## config.mk

```make
export PLATFORM = sky130hd
export DESIGN_NAME = rdma_ctrl
export DESIGN_NICKNAME = d
export VERILOG_FILES = /design/src/rtl/rdma_pkg.sv /design/src/rtl/rdma_regs.sv /design/src/rtl/rdma_engine.sv /design/src/rtl/rdma_lanes.sv /design/src/rtl/rdma_ctrl.sv
export SDC_FILE = /design/constraint.sdc
export NUM_CORES = 1
export LEC_CHECK = 0
export ABC_AREA = 1
export BUFFER_PORTS_ARGS = -buffer_cell sky130_fd_sc_hd__buf_2
export CAP_MARGIN = 10
export CORE_MARGIN = 4
export CORE_UTILIZATION = 58
export CTS_BUF_LIST = sky130_fd_sc_hd__clkbuf_4
export DETAILED_ROUTE_END_ITERATION = 8
export PLACE_DENSITY = 0.85
export SKIP_CTS_REPAIR_TIMING = 1
export SYNTH_ARGS = -nofsm -noshare
export SYNTH_HDL_FRONTEND = slang
export SYNTH_SLANG_ARGS = --single-unit
```

## constraint.sdc

```tcl
create_clock -name clk -period 3.5 [get_ports clk]
set_clock_uncertainty 0.2 [all_clocks]
set_input_delay 0.525 -clock clk [delete_from_list [all_inputs] [get_ports clk]]
set_output_delay 0.525 -clock clk [all_outputs]
set_load 0.005 [all_outputs]
```

## src/rtl/rdma_pkg.sv

```systemverilog
package rdma_pkg;
  localparam logic [3:0] OFF_CMD   = 4'd0;
  localparam logic [3:0] OFF_ALO   = 4'd1;
  localparam logic [3:0] OFF_AHI   = 4'd2;
  localparam logic [3:0] OFF_CLO   = 4'd3;
  localparam logic [3:0] OFF_CHI   = 4'd4;
  localparam logic [3:0] OFF_CFG   = 4'd5;
  localparam logic [3:0] OFF_STAT  = 4'd6;
  localparam int         DONE_BIT  = 6;

  typedef enum logic [2:0] {
    OP_NONE = 3'b000,
    OP_HRD  = 3'b001,
    OP_HWR  = 3'b010,
    OP_SEND = 3'b011
  } op_e;
endpackage

```

## src/rtl/rdma_regs.sv

```systemverilog
module rdma_regs #(
  parameter int ADDR_W = 16,
  parameter int CNT_W  = 16
) (
  input  logic              clk,
  input  logic              rst,
  input  logic              reg_wr,
  input  logic [3:0]        reg_addr,
  input  logic [7:0]        reg_wdata,
  output logic [ADDR_W-1:0] start_addr,
  output logic [CNT_W-1:0]  xfer_len,
  output logic [1:0]        cfg,
  output logic [2:0]        cmd_q,
  output logic              go,
  output logic              go_write,
  output logic              abort,
  output logic              done_clr
);
  import rdma_pkg::*;

  logic cmd_hit;
  logic [ADDR_W-1:0] start_q;
  logic [CNT_W-1:0]  len_q;
  logic [1:0]        cfg_q;

  always_comb begin
    cmd_hit  = reg_wr && (reg_addr == OFF_CMD);
    abort    = cmd_hit && reg_wdata[2];
    go       = cmd_hit && !reg_wdata[2] &&
               ((reg_wdata[2:0] == OP_HRD) || (reg_wdata[2:0] == OP_HWR));
    go_write = reg_wdata[1];
    done_clr = reg_wr && (reg_addr == OFF_STAT) && reg_wdata[DONE_BIT];
  end

  always_ff @(posedge clk) begin
    if (rst) begin
      start_q <= '0;
      len_q   <= '0;
      cfg_q   <= '0;
      cmd_q   <= '0;
    end else begin
      if (go || abort) cmd_q <= reg_wdata[2:0];
      if (reg_wr) begin
        case (reg_addr)
          OFF_ALO: start_q[7:0]        <= reg_wdata;
          OFF_AHI: start_q[ADDR_W-1:8] <= reg_wdata[ADDR_W-9:0];
          OFF_CLO: len_q[7:0]          <= reg_wdata;
          OFF_CHI: len_q[CNT_W-1:8]    <= reg_wdata[CNT_W-9:0];
          OFF_CFG: cfg_q               <= reg_wdata[1:0];
          default: ;
        endcase
      end
    end
  end

  assign start_addr = start_q;
  assign xfer_len   = len_q;
  assign cfg        = cfg_q;
endmodule

```

## src/rtl/rdma_engine.sv

```systemverilog
module rdma_engine #(
  parameter int ADDR_W = 16,
  parameter int CNT_W  = 16
) (
  input  logic              clk,
  input  logic              rst,
  input  logic              go,
  input  logic              go_write,
  input  logic              abort,
  input  logic              done_clr,
  input  logic [ADDR_W-1:0] start_addr,
  input  logic [CNT_W-1:0]  xfer_len,
  input  logic              word_mode,
  input  logic              rd_stb,
  input  logic              wr_stb,
  output logic [ADDR_W-1:0] cur_addr,
  output logic [CNT_W-1:0]  cur_cnt,
  output logic              active,
  output logic              is_write,
  output logic              done,
  output logic              rd_fire,
  output logic              wr_fire
);
  logic [CNT_W-1:0] step;
  logic             last;
  logic             quiet;

  always_comb begin
    step    = word_mode ? CNT_W'(2) : CNT_W'(1);
    last    = (cur_cnt <= step);
    quiet   = !go && !abort;
    rd_fire = active && !is_write && rd_stb && quiet;
    wr_fire = active &&  is_write && wr_stb && quiet;
  end

  always_ff @(posedge clk) begin
    if (rst) begin
      cur_addr <= '0;
      cur_cnt  <= '0;
      active   <= 1'b0;
      is_write <= 1'b0;
      done     <= 1'b0;
    end else begin
      if (done_clr) done <= 1'b0;
      if (go) begin
        cur_addr <= start_addr;
        cur_cnt  <= xfer_len;
        is_write <= go_write;
        active   <= (xfer_len != '0);
        if (xfer_len == '0) done <= 1'b1;
      end else if (abort) begin
        active <= 1'b0;
      end else if (rd_fire || wr_fire) begin
        cur_addr <= cur_addr + ADDR_W'(step);
        cur_cnt  <= last ? '0 : cur_cnt - step;
        if (last) begin
          active <= 1'b0;
          done   <= 1'b1;
        end
      end
    end
  end
endmodule

```

## src/rtl/rdma_lanes.sv

```systemverilog
module rdma_lanes (
  input  logic        word_mode,
  input  logic        swap,
  input  logic        odd,
  input  logic [15:0] mem_rdata,
  input  logic [15:0] host_wdata,
  output logic [15:0] rd_word,
  output logic [15:0] wr_word,
  output logic [1:0]  wr_be
);
  always_comb begin
    if (!word_mode) begin
      rd_word = {8'h00, odd ? mem_rdata[15:8] : mem_rdata[7:0]};
      wr_word = {host_wdata[7:0], host_wdata[7:0]};
      wr_be   = odd ? 2'b10 : 2'b01;
    end else if (swap) begin
      rd_word = {mem_rdata[7:0], mem_rdata[15:8]};
      wr_word = {host_wdata[7:0], host_wdata[15:8]};
      wr_be   = 2'b11;
    end else begin
      rd_word = mem_rdata;
      wr_word = host_wdata;
      wr_be   = 2'b11;
    end
  end
endmodule

```

## src/rtl/rdma_ctrl.sv

```systemverilog
module rdma_ctrl #(
  parameter int ADDR_W = 16,
  parameter int CNT_W  = 16
) (
  input  logic              clk,
  input  logic              rst,
  input  logic              reg_wr,
  input  logic [3:0]        reg_addr,
  input  logic [7:0]        reg_wdata,
  output logic [7:0]        reg_rdata,
  input  logic              host_rd_stb,
  input  logic              host_wr_stb,
  input  logic [15:0]       host_wdata,
  output logic [15:0]       host_rdata,
  output logic [ADDR_W-2:0] mem_addr,
  input  logic [15:0]       mem_rdata,
  output logic              mem_we,
  output logic [1:0]        mem_be,
  output logic [15:0]       mem_wdata
);
  import rdma_pkg::*;

  logic [ADDR_W-1:0] start_addr, cur_addr;
  logic [CNT_W-1:0]  xfer_len, cur_cnt;
  logic [1:0]        cfg;
  logic [2:0]        cmd_q;
  logic go, go_write, abort, done_clr;
  logic active, is_write, done, rd_fire, wr_fire;
  logic [15:0] rd_word, wr_word;
  logic [1:0]  wr_be;

  rdma_regs #(.ADDR_W(ADDR_W), .CNT_W(CNT_W)) u_regs (
    .clk(clk), .rst(rst), .reg_wr(reg_wr), .reg_addr(reg_addr),
    .reg_wdata(reg_wdata), .start_addr(start_addr), .xfer_len(xfer_len),
    .cfg(cfg), .cmd_q(cmd_q), .go(go), .go_write(go_write),
    .abort(abort), .done_clr(done_clr)
  );

  rdma_engine #(.ADDR_W(ADDR_W), .CNT_W(CNT_W)) u_eng (
    .clk(clk), .rst(rst), .go(go), .go_write(go_write), .abort(abort),
    .done_clr(done_clr), .start_addr(start_addr), .xfer_len(xfer_len),
    .word_mode(cfg[0]), .rd_stb(host_rd_stb), .wr_stb(host_wr_stb),
    .cur_addr(cur_addr), .cur_cnt(cur_cnt), .active(active),
    .is_write(is_write), .done(done), .rd_fire(rd_fire), .wr_fire(wr_fire)
  );

  rdma_lanes u_lanes (
    .word_mode(cfg[0]), .swap(cfg[1]), .odd(cur_addr[0]),
    .mem_rdata(mem_rdata), .host_wdata(host_wdata),
    .rd_word(rd_word), .wr_word(wr_word), .wr_be(wr_be)
  );

  assign mem_addr  = cur_addr[ADDR_W-1:1];
  assign mem_we    = wr_fire;
  assign mem_be    = wr_fire ? wr_be : 2'b00;
  assign mem_wdata = wr_word;

  always_ff @(posedge clk) begin
    if (rst) begin
      host_rdata <= '0;
      reg_rdata  <= '0;
    end else begin
      if (rd_fire) host_rdata <= rd_word;
      case (reg_addr)
        OFF_CMD:  reg_rdata <= {5'b0, cmd_q};
        OFF_ALO:  reg_rdata <= cur_addr[7:0];
        OFF_AHI:  reg_rdata <= 8'(cur_addr >> 8);
        OFF_CLO:  reg_rdata <= cur_cnt[7:0];
        OFF_CHI:  reg_rdata <= 8'(cur_cnt >> 8);
        OFF_CFG:  reg_rdata <= {6'b0, cfg};
        OFF_STAT: reg_rdata <= 8'(done) << DONE_BIT;
        default:  reg_rdata <= '0;
      endcase
    end
  end
endmodule

```

* Word-level counts from Yosys, hierarchy flattened *
Cells that the tools add are included.

operators by class
  add/sub/neg operators = 2
  magnitude comparators = 1
  equality and inequality tests = 9
  muxes and demuxes = 27
  reductions and logical operators = 33

operator list
  operator              count
  $mux W16              11
  $pmux W8 S7           1
  $add A16 B16 Y16      1
  $le A16 B16 Y1        1
  $logic_not A16 Y1     1
  $reduce_bool A16 Y1   1
  $sub A16 B16 Y16      1
  $reduce_and A2 Y1     7
  $logic_and A1 B1 Y1   13
  $eq A4 B3 Y1 const B  3
  $mux W1               10
  $eq A4 B2 Y1 const B  2
  $mux W2               4
  $mux W8               1
  $reduce_bool A3 Y1    2
  $eq A4 B1 Y1 const B  1
  $logic_not A1 Y1      4
  $logic_not A4 Y1      1
  $eq A3 B1 Y1 const B  1
  $eq A3 B2 Y1 const B  1
  $logic_or A1 B1 Y1    3
  $ne A2 B1 Y1 const B  1
  $reduce_bool A2 Y1    1

word-level totals
  register bits = 96
  input bits = 49

* Depth between registers and ports, before layout *
  depth in word-level cells = 11
  mapped depth = 16

* By module *
Synthesis repeated with hierarchy kept, for this count alone.

second synthesis, totals
  cells, all modules = 867
  area, all modules = 5485.3 um2

modules (own cells, without submodules)
  module       area an instance (um2)  times used  sequential area each (um2)  cells an instance
  rdma_engine  2481.1                  1           700.7                       422
  rdma_regs    1412.6                  1           740.7                       179
  rdma_ctrl    1146.1                  1           480.5                       166
  rdma_lanes   445.4                   1           0.0                         100

* Least setup slack after synthesis *
OpenSTA, ideal clock, no wires.

  path type = register to register
  start point = register u_regs.cfg_q[0] (netlist: u_regs.cfg[0])
  end point = register u_eng.cur_addr[10]
  path buffers = 1
  stages on the path, launching flop included = 16
  slack = 1.047 ns
  required time = 3.189 ns
  data arrival time = 2.142 ns
  path through = dfxtp_1 -> clkbuf_1 -> inv_1 -> ha_1 -> inv_1 -> fa_1 -> inv_1 -> nand2_1 -> nor2_1 -> nand2_1 -> o21ai_0 -> nand3_1 -> nand2_1 -> nand2_1 -> inv_1 -> nor2_1

on the way
  longest elaborated chain between the ends = 5

ends and longest elaborated chain
  element                 RTL line           source
  from (decl)             rdma_regs.sv:24    logic [1:0] cfg_q;
  from (signal assigned)  rdma_regs.sv:49    OFF_CFG: cfg_q <= reg_wdata[1:0];
  $mux W2                 rdma_engine.sv:29  step = word_mode ? CNT_W'(2) : CNT_W'(1);
  $add A16 B16 Y16        rdma_engine.sv:54  cur_addr <= cur_addr + ADDR_W'(step);
  $mux W16                rdma_engine.sv:53  end else if (rd_fire || wr_fire) begin
  $mux W16                rdma_engine.sv:51  end else if (abort) begin
  $mux W16                rdma_engine.sv:45  if (go) begin
  to (signal assigned)    rdma_engine.sv:46  cur_addr <= start_addr;
  to (signal assigned)    rdma_engine.sv:54
  to (decl)               rdma_engine.sv:16  output logic [ADDR_W-1:0] cur_addr,

Every way passes these cells. The select of a mux whose other input is x is not followed.
A chain may end at the register's enable or synchronous reset.

* Worst setup path after layout *
  start point = register u_regs.cfg_q[0] (netlist: u_regs.cfg[0])
  end point = register u_eng.cur_cnt[9]

on the way
  longest elaborated chain between the ends = 6

ends and longest elaborated chain
  element                                                    RTL line                              source
  $mux W2 (*)                                                rdma_engine.sv:29
  $sub A16 B16 Y16 / $le A16 B16 Y1 (equally long branches)  rdma_engine.sv:55, rdma_engine.sv:30
  $mux W16 (*)                                               rdma_engine.sv:55                     cur_cnt <= last ? '0 : cur_cnt - step;
  $mux W16 (*)                                               rdma_engine.sv:53
  $mux W16 (*)                                               rdma_engine.sv:51
  $mux W16 (*)                                               rdma_engine.sv:45
  to (signal assigned)                                       rdma_engine.sv:47                     cur_cnt <= xfer_len;
  to (signal assigned)                                       rdma_engine.sv:55
  to (decl)                                                  rdma_engine.sv:17                     output logic [CNT_W-1:0] cur_cnt,

Mark *: on every way between the ends. The rest lies on a longest branch, timed or not. The select of a mux whose other input is x is not followed.

==> results.py <==
metrics = {
    "logic_synthesis": {
        "yosysWarnings": 0,
        "yosysTopAreaCell": "dfxtp_1",
        "yosys_register_bits": 96,
        "syn_nets": 944,
        "yosys.cell_count.top_type": "nand2_1",
        "ys_seq_area_share_pct": 34.7,
        "syn_area_sq_mm": 0.00553,
        "ys_types": 33,
        "synthTopCellsByArea": "dfxtp_1 35%, nand2_1 13%, nor2_1 9.0%",
        "yosys-top-cells-count": "195 x nand2_1, 133 x nor2_1, 113 x inv_1",
        "async_reset_ff_share_pct": 0,
        "synthCells": 888,
        "syn_area_per_cell_sq_um": 6.23,
        "synth_top_area_share_pct": 34.7,
        "synthFlopType": "dfxtp_1",
        "synth-edff-count": 0,
    },
    "sta": {
        "setup_ws_ns": 0.519,
        "report.final.hold_viol_count": 0,
        "rsz0062_at_grt": "no",
        "post-route-min-period_ns": 2.98,
        "relSlewSlack_pct": 40.2,
        "tightest_slew_ns": 0.891,
        "fmax_ghz": 0.335,
        "post-route-period-util_pct": 85.2,
        "maxSlewViolCount": 0,
        "final.setup.tns_ns": 0,
        "finalSetupViolCount": 0,
    },
    "placed_design": {
        "hpwl_mm": 11.8,
        "place.gp.congestion": 0.973,
        "port_buffers": 106,
        "pre_cts_slack_ns": 0.596,
    },
    "floorplan": {
        "num_rows": 35,
        "core_area_sq_mm": 0.00928,
        "die_x_microns": 106,
        "io-pin-count": 107,
        "die_h_microns": 106,
        "start_util_pct": 59.6,
        "fp.dieArea_sq_mm": 0.0112,
    },
    "pwr": {
        "intPower_mw": 1.48,
        "sw_frac_of_total_pct": 27.4,
        "powerDensity_mw_per_mm2": 328,
        "p_comb_share_pct": 11.8,
        "power_frac_clock_pct": 33.4,
        "p_seq_share_pct": 54.8,
        "ir_drop_uv": 199,
        "p_sw_mw": 0.559,
        "p_leak_nw": 2.98,
    },
    "route": {
        "via_per_inst": 5.40,
        "drtIter0Drc": 480,
        "wl_mm": 16.0,
        "wl_per_cell_microns": 14.5,
        "remaining_drc_errors": 0,
        "antenna_left": 0,
        "first_pass_iters": 5,
        "vias": 5967,
    },
    "grt": {
        "grt_max_degree": 37,
        "grt_usage_pct": 28.8,
        "grt_pass1_vias": 5598,
        "overflow": 0,
        "antenna_found_initial": 0,
        "grt_pass1_wl_mm": 26.2,
    },
    "critical_path": {
        "critPathSlowestCell": "dfxtp_1",
        "end_kind": "flip-flop",
        "worst_ep_arrival_time_ns": 3.15,
        "crit_type": "reg2reg",
        "cp_max_fo": 14,
        "start_kind": "flip-flop",
        "crit_top_cell": "inv_1",
        "cpPeakStageDelay_ns": 0.49,
        "required_ns": 3.67,
        "crit_chain": "inv_1 -> ha_1 -> inv_1 -> fa_1 -> inv_1 -> a21oi_1 -> nor2_1 -> nand3_1 -> nand2_2 -> inv_1 -> nand2_1 -> nand2_1 -> nor2_1 -> nor2_1",
    },
    "finish": {
        "finalNetCount": 1028,
        "antenna_cells": 0,
        "drive_gt1_share_pct": 14.9,
        "fin_util_pct": 67.0,
        "syn_to_final_growth_pct": 12.5,
        "fillers": 884,
    },
    "clock_tree": {
        "cts_tree": "built",
        "root_buffer": "clkbuf_4",
        "clock-sinks": 96,
        "cts_max_level": 3,
        "cts.clk_slew.worst_paths_ns": 0.15,
        "clock_latency_ns": 0.46,
        "numCtsBuffers": 9,
        "cts_buffer_depth": 2,
    },
    "hold_path": {
        "hp-class": "in2reg",
    },
    "job": {
        "cap_violations": 0,
    },
    "run_status": {
        "run_status": "completed",
    },
}
[per-layer routing]
layer / track usage [%] / part of all wire (%)
met1: 39.2 / 44
met2: 43.9 / 44
met3: 6.25 / 9.8
met4: 12.8 / 2.7
met5: 0 / 0
[power by group through the flow]
stage | Combinational (mW) | Clock, mW | Sequential (mW)
2_1_floorplan | 0.153 | 0 | 1.14
3_3_place_gp | 0.234 | 0 | 1.14
3_5_place_dp | 0.236 | 0 | 1.14
4_1_cts | 0.238 | 0.685 | 1.12
5_1_grt | 0.274 | 0.734 | 1.12
6_report | 0.241 | 0.682 | 1.12
[flip-flops by register name, indices dropped and copies added, names as in the netlist]
name,flops
host_rdata,16
u_eng.is_write,1
u_eng.done,1
u_regs.cmd_q,3
reg_rdata,8
u_regs.cfg,2
u_regs.start_addr,16
u_eng.cur_addr,16
u_eng.cur_cnt,16
u_eng.active,1
u_regs.xfer_len,16
[cell usage in the layout (no fill, tap or decap), drive strengths merged, types with 4 or more instances in the layout]
master  count
a21oi      64
buf       112
clkbuf      9
dfxtp      96
ha          5
inv       119
nand2     199
nand3      81
nand4       4
nor2      137
o21ai     108
o22ai      16
xor2        7
[stage by stage]
stage	power (mW)	cells	hold WS, ns	area, sq um
2_1_floorplan	1.29	888	0.224	5530
3_3_place_gp	1.37	1090	0.230	6060
3_5_place_dp	1.38	1090	0.237	6060
4_1_cts	2.04	1105	0.166	6220
5_1_grt	2.13	1105	0.173	6220
6_report	2.04	1105	0.188	6220
[worst paths after layout]
check                                           start               endpoint  slack [ns]  depth (start not counted)
worst max-delay path                    u_regs.cfg[0]       u_eng.cur_cnt[9]        0.52                         14
worst min-delay path                     reg_wdata[3]     u_regs.xfer_len[3]        0.19                          3
worst max register to register          u_regs.cfg[0]       u_eng.cur_cnt[9]        0.52                         14
worst min register to register  u_regs.start_addr[13]  u_regs.start_addr[13]        0.25                          2
[critical path, delay by kind of cell (launching register included)]
| kind | cells | cell delay (ns) |
|---|---|---|
| buffers and inverters | 4 | 0.65 |
| adders and majority gates | 2 | 0.68 |
| AOI/OAI and AO/OA | 1 | 0.05 |
| DFF | 1 | 0.49 |
| and+or+nand+nor | 7 | 0.82 |
[area by class of cell]
| type | count | area (sq um) | area share [%] |
|---|---|---|---|
| well taps | 129 | 161 | 2.59 |
| flip-flops and latches | 96 | 1920 | 30.9 |
| multi-input cells | 634 | 2960 | 47.5 |
| inverters | 119 | 447 | 7.18 |
| repair buffers | 112 | 576 | 9.25 |
| clock inverters | 6 | 92.6 | 1.49 |
| clock buffers | 9 | 67.6 | 1.09 |
[cells by family (layout without fill, tap and decap cells)]
group,Yosys count,count (layout),synth area share [%]
adder cells (fa/ha/maj),7,7,1.85
flip-flops,96,96,34.7
AND/OR/NAND/NOR,425,425,32.1
XOR/XNOR,7,7,1.11
AO/OA/AOI/OAI,195,195,18.4
buffers and inverters,158,246,11.9
No activity file was read; power rests on OpenSTA's default activity.
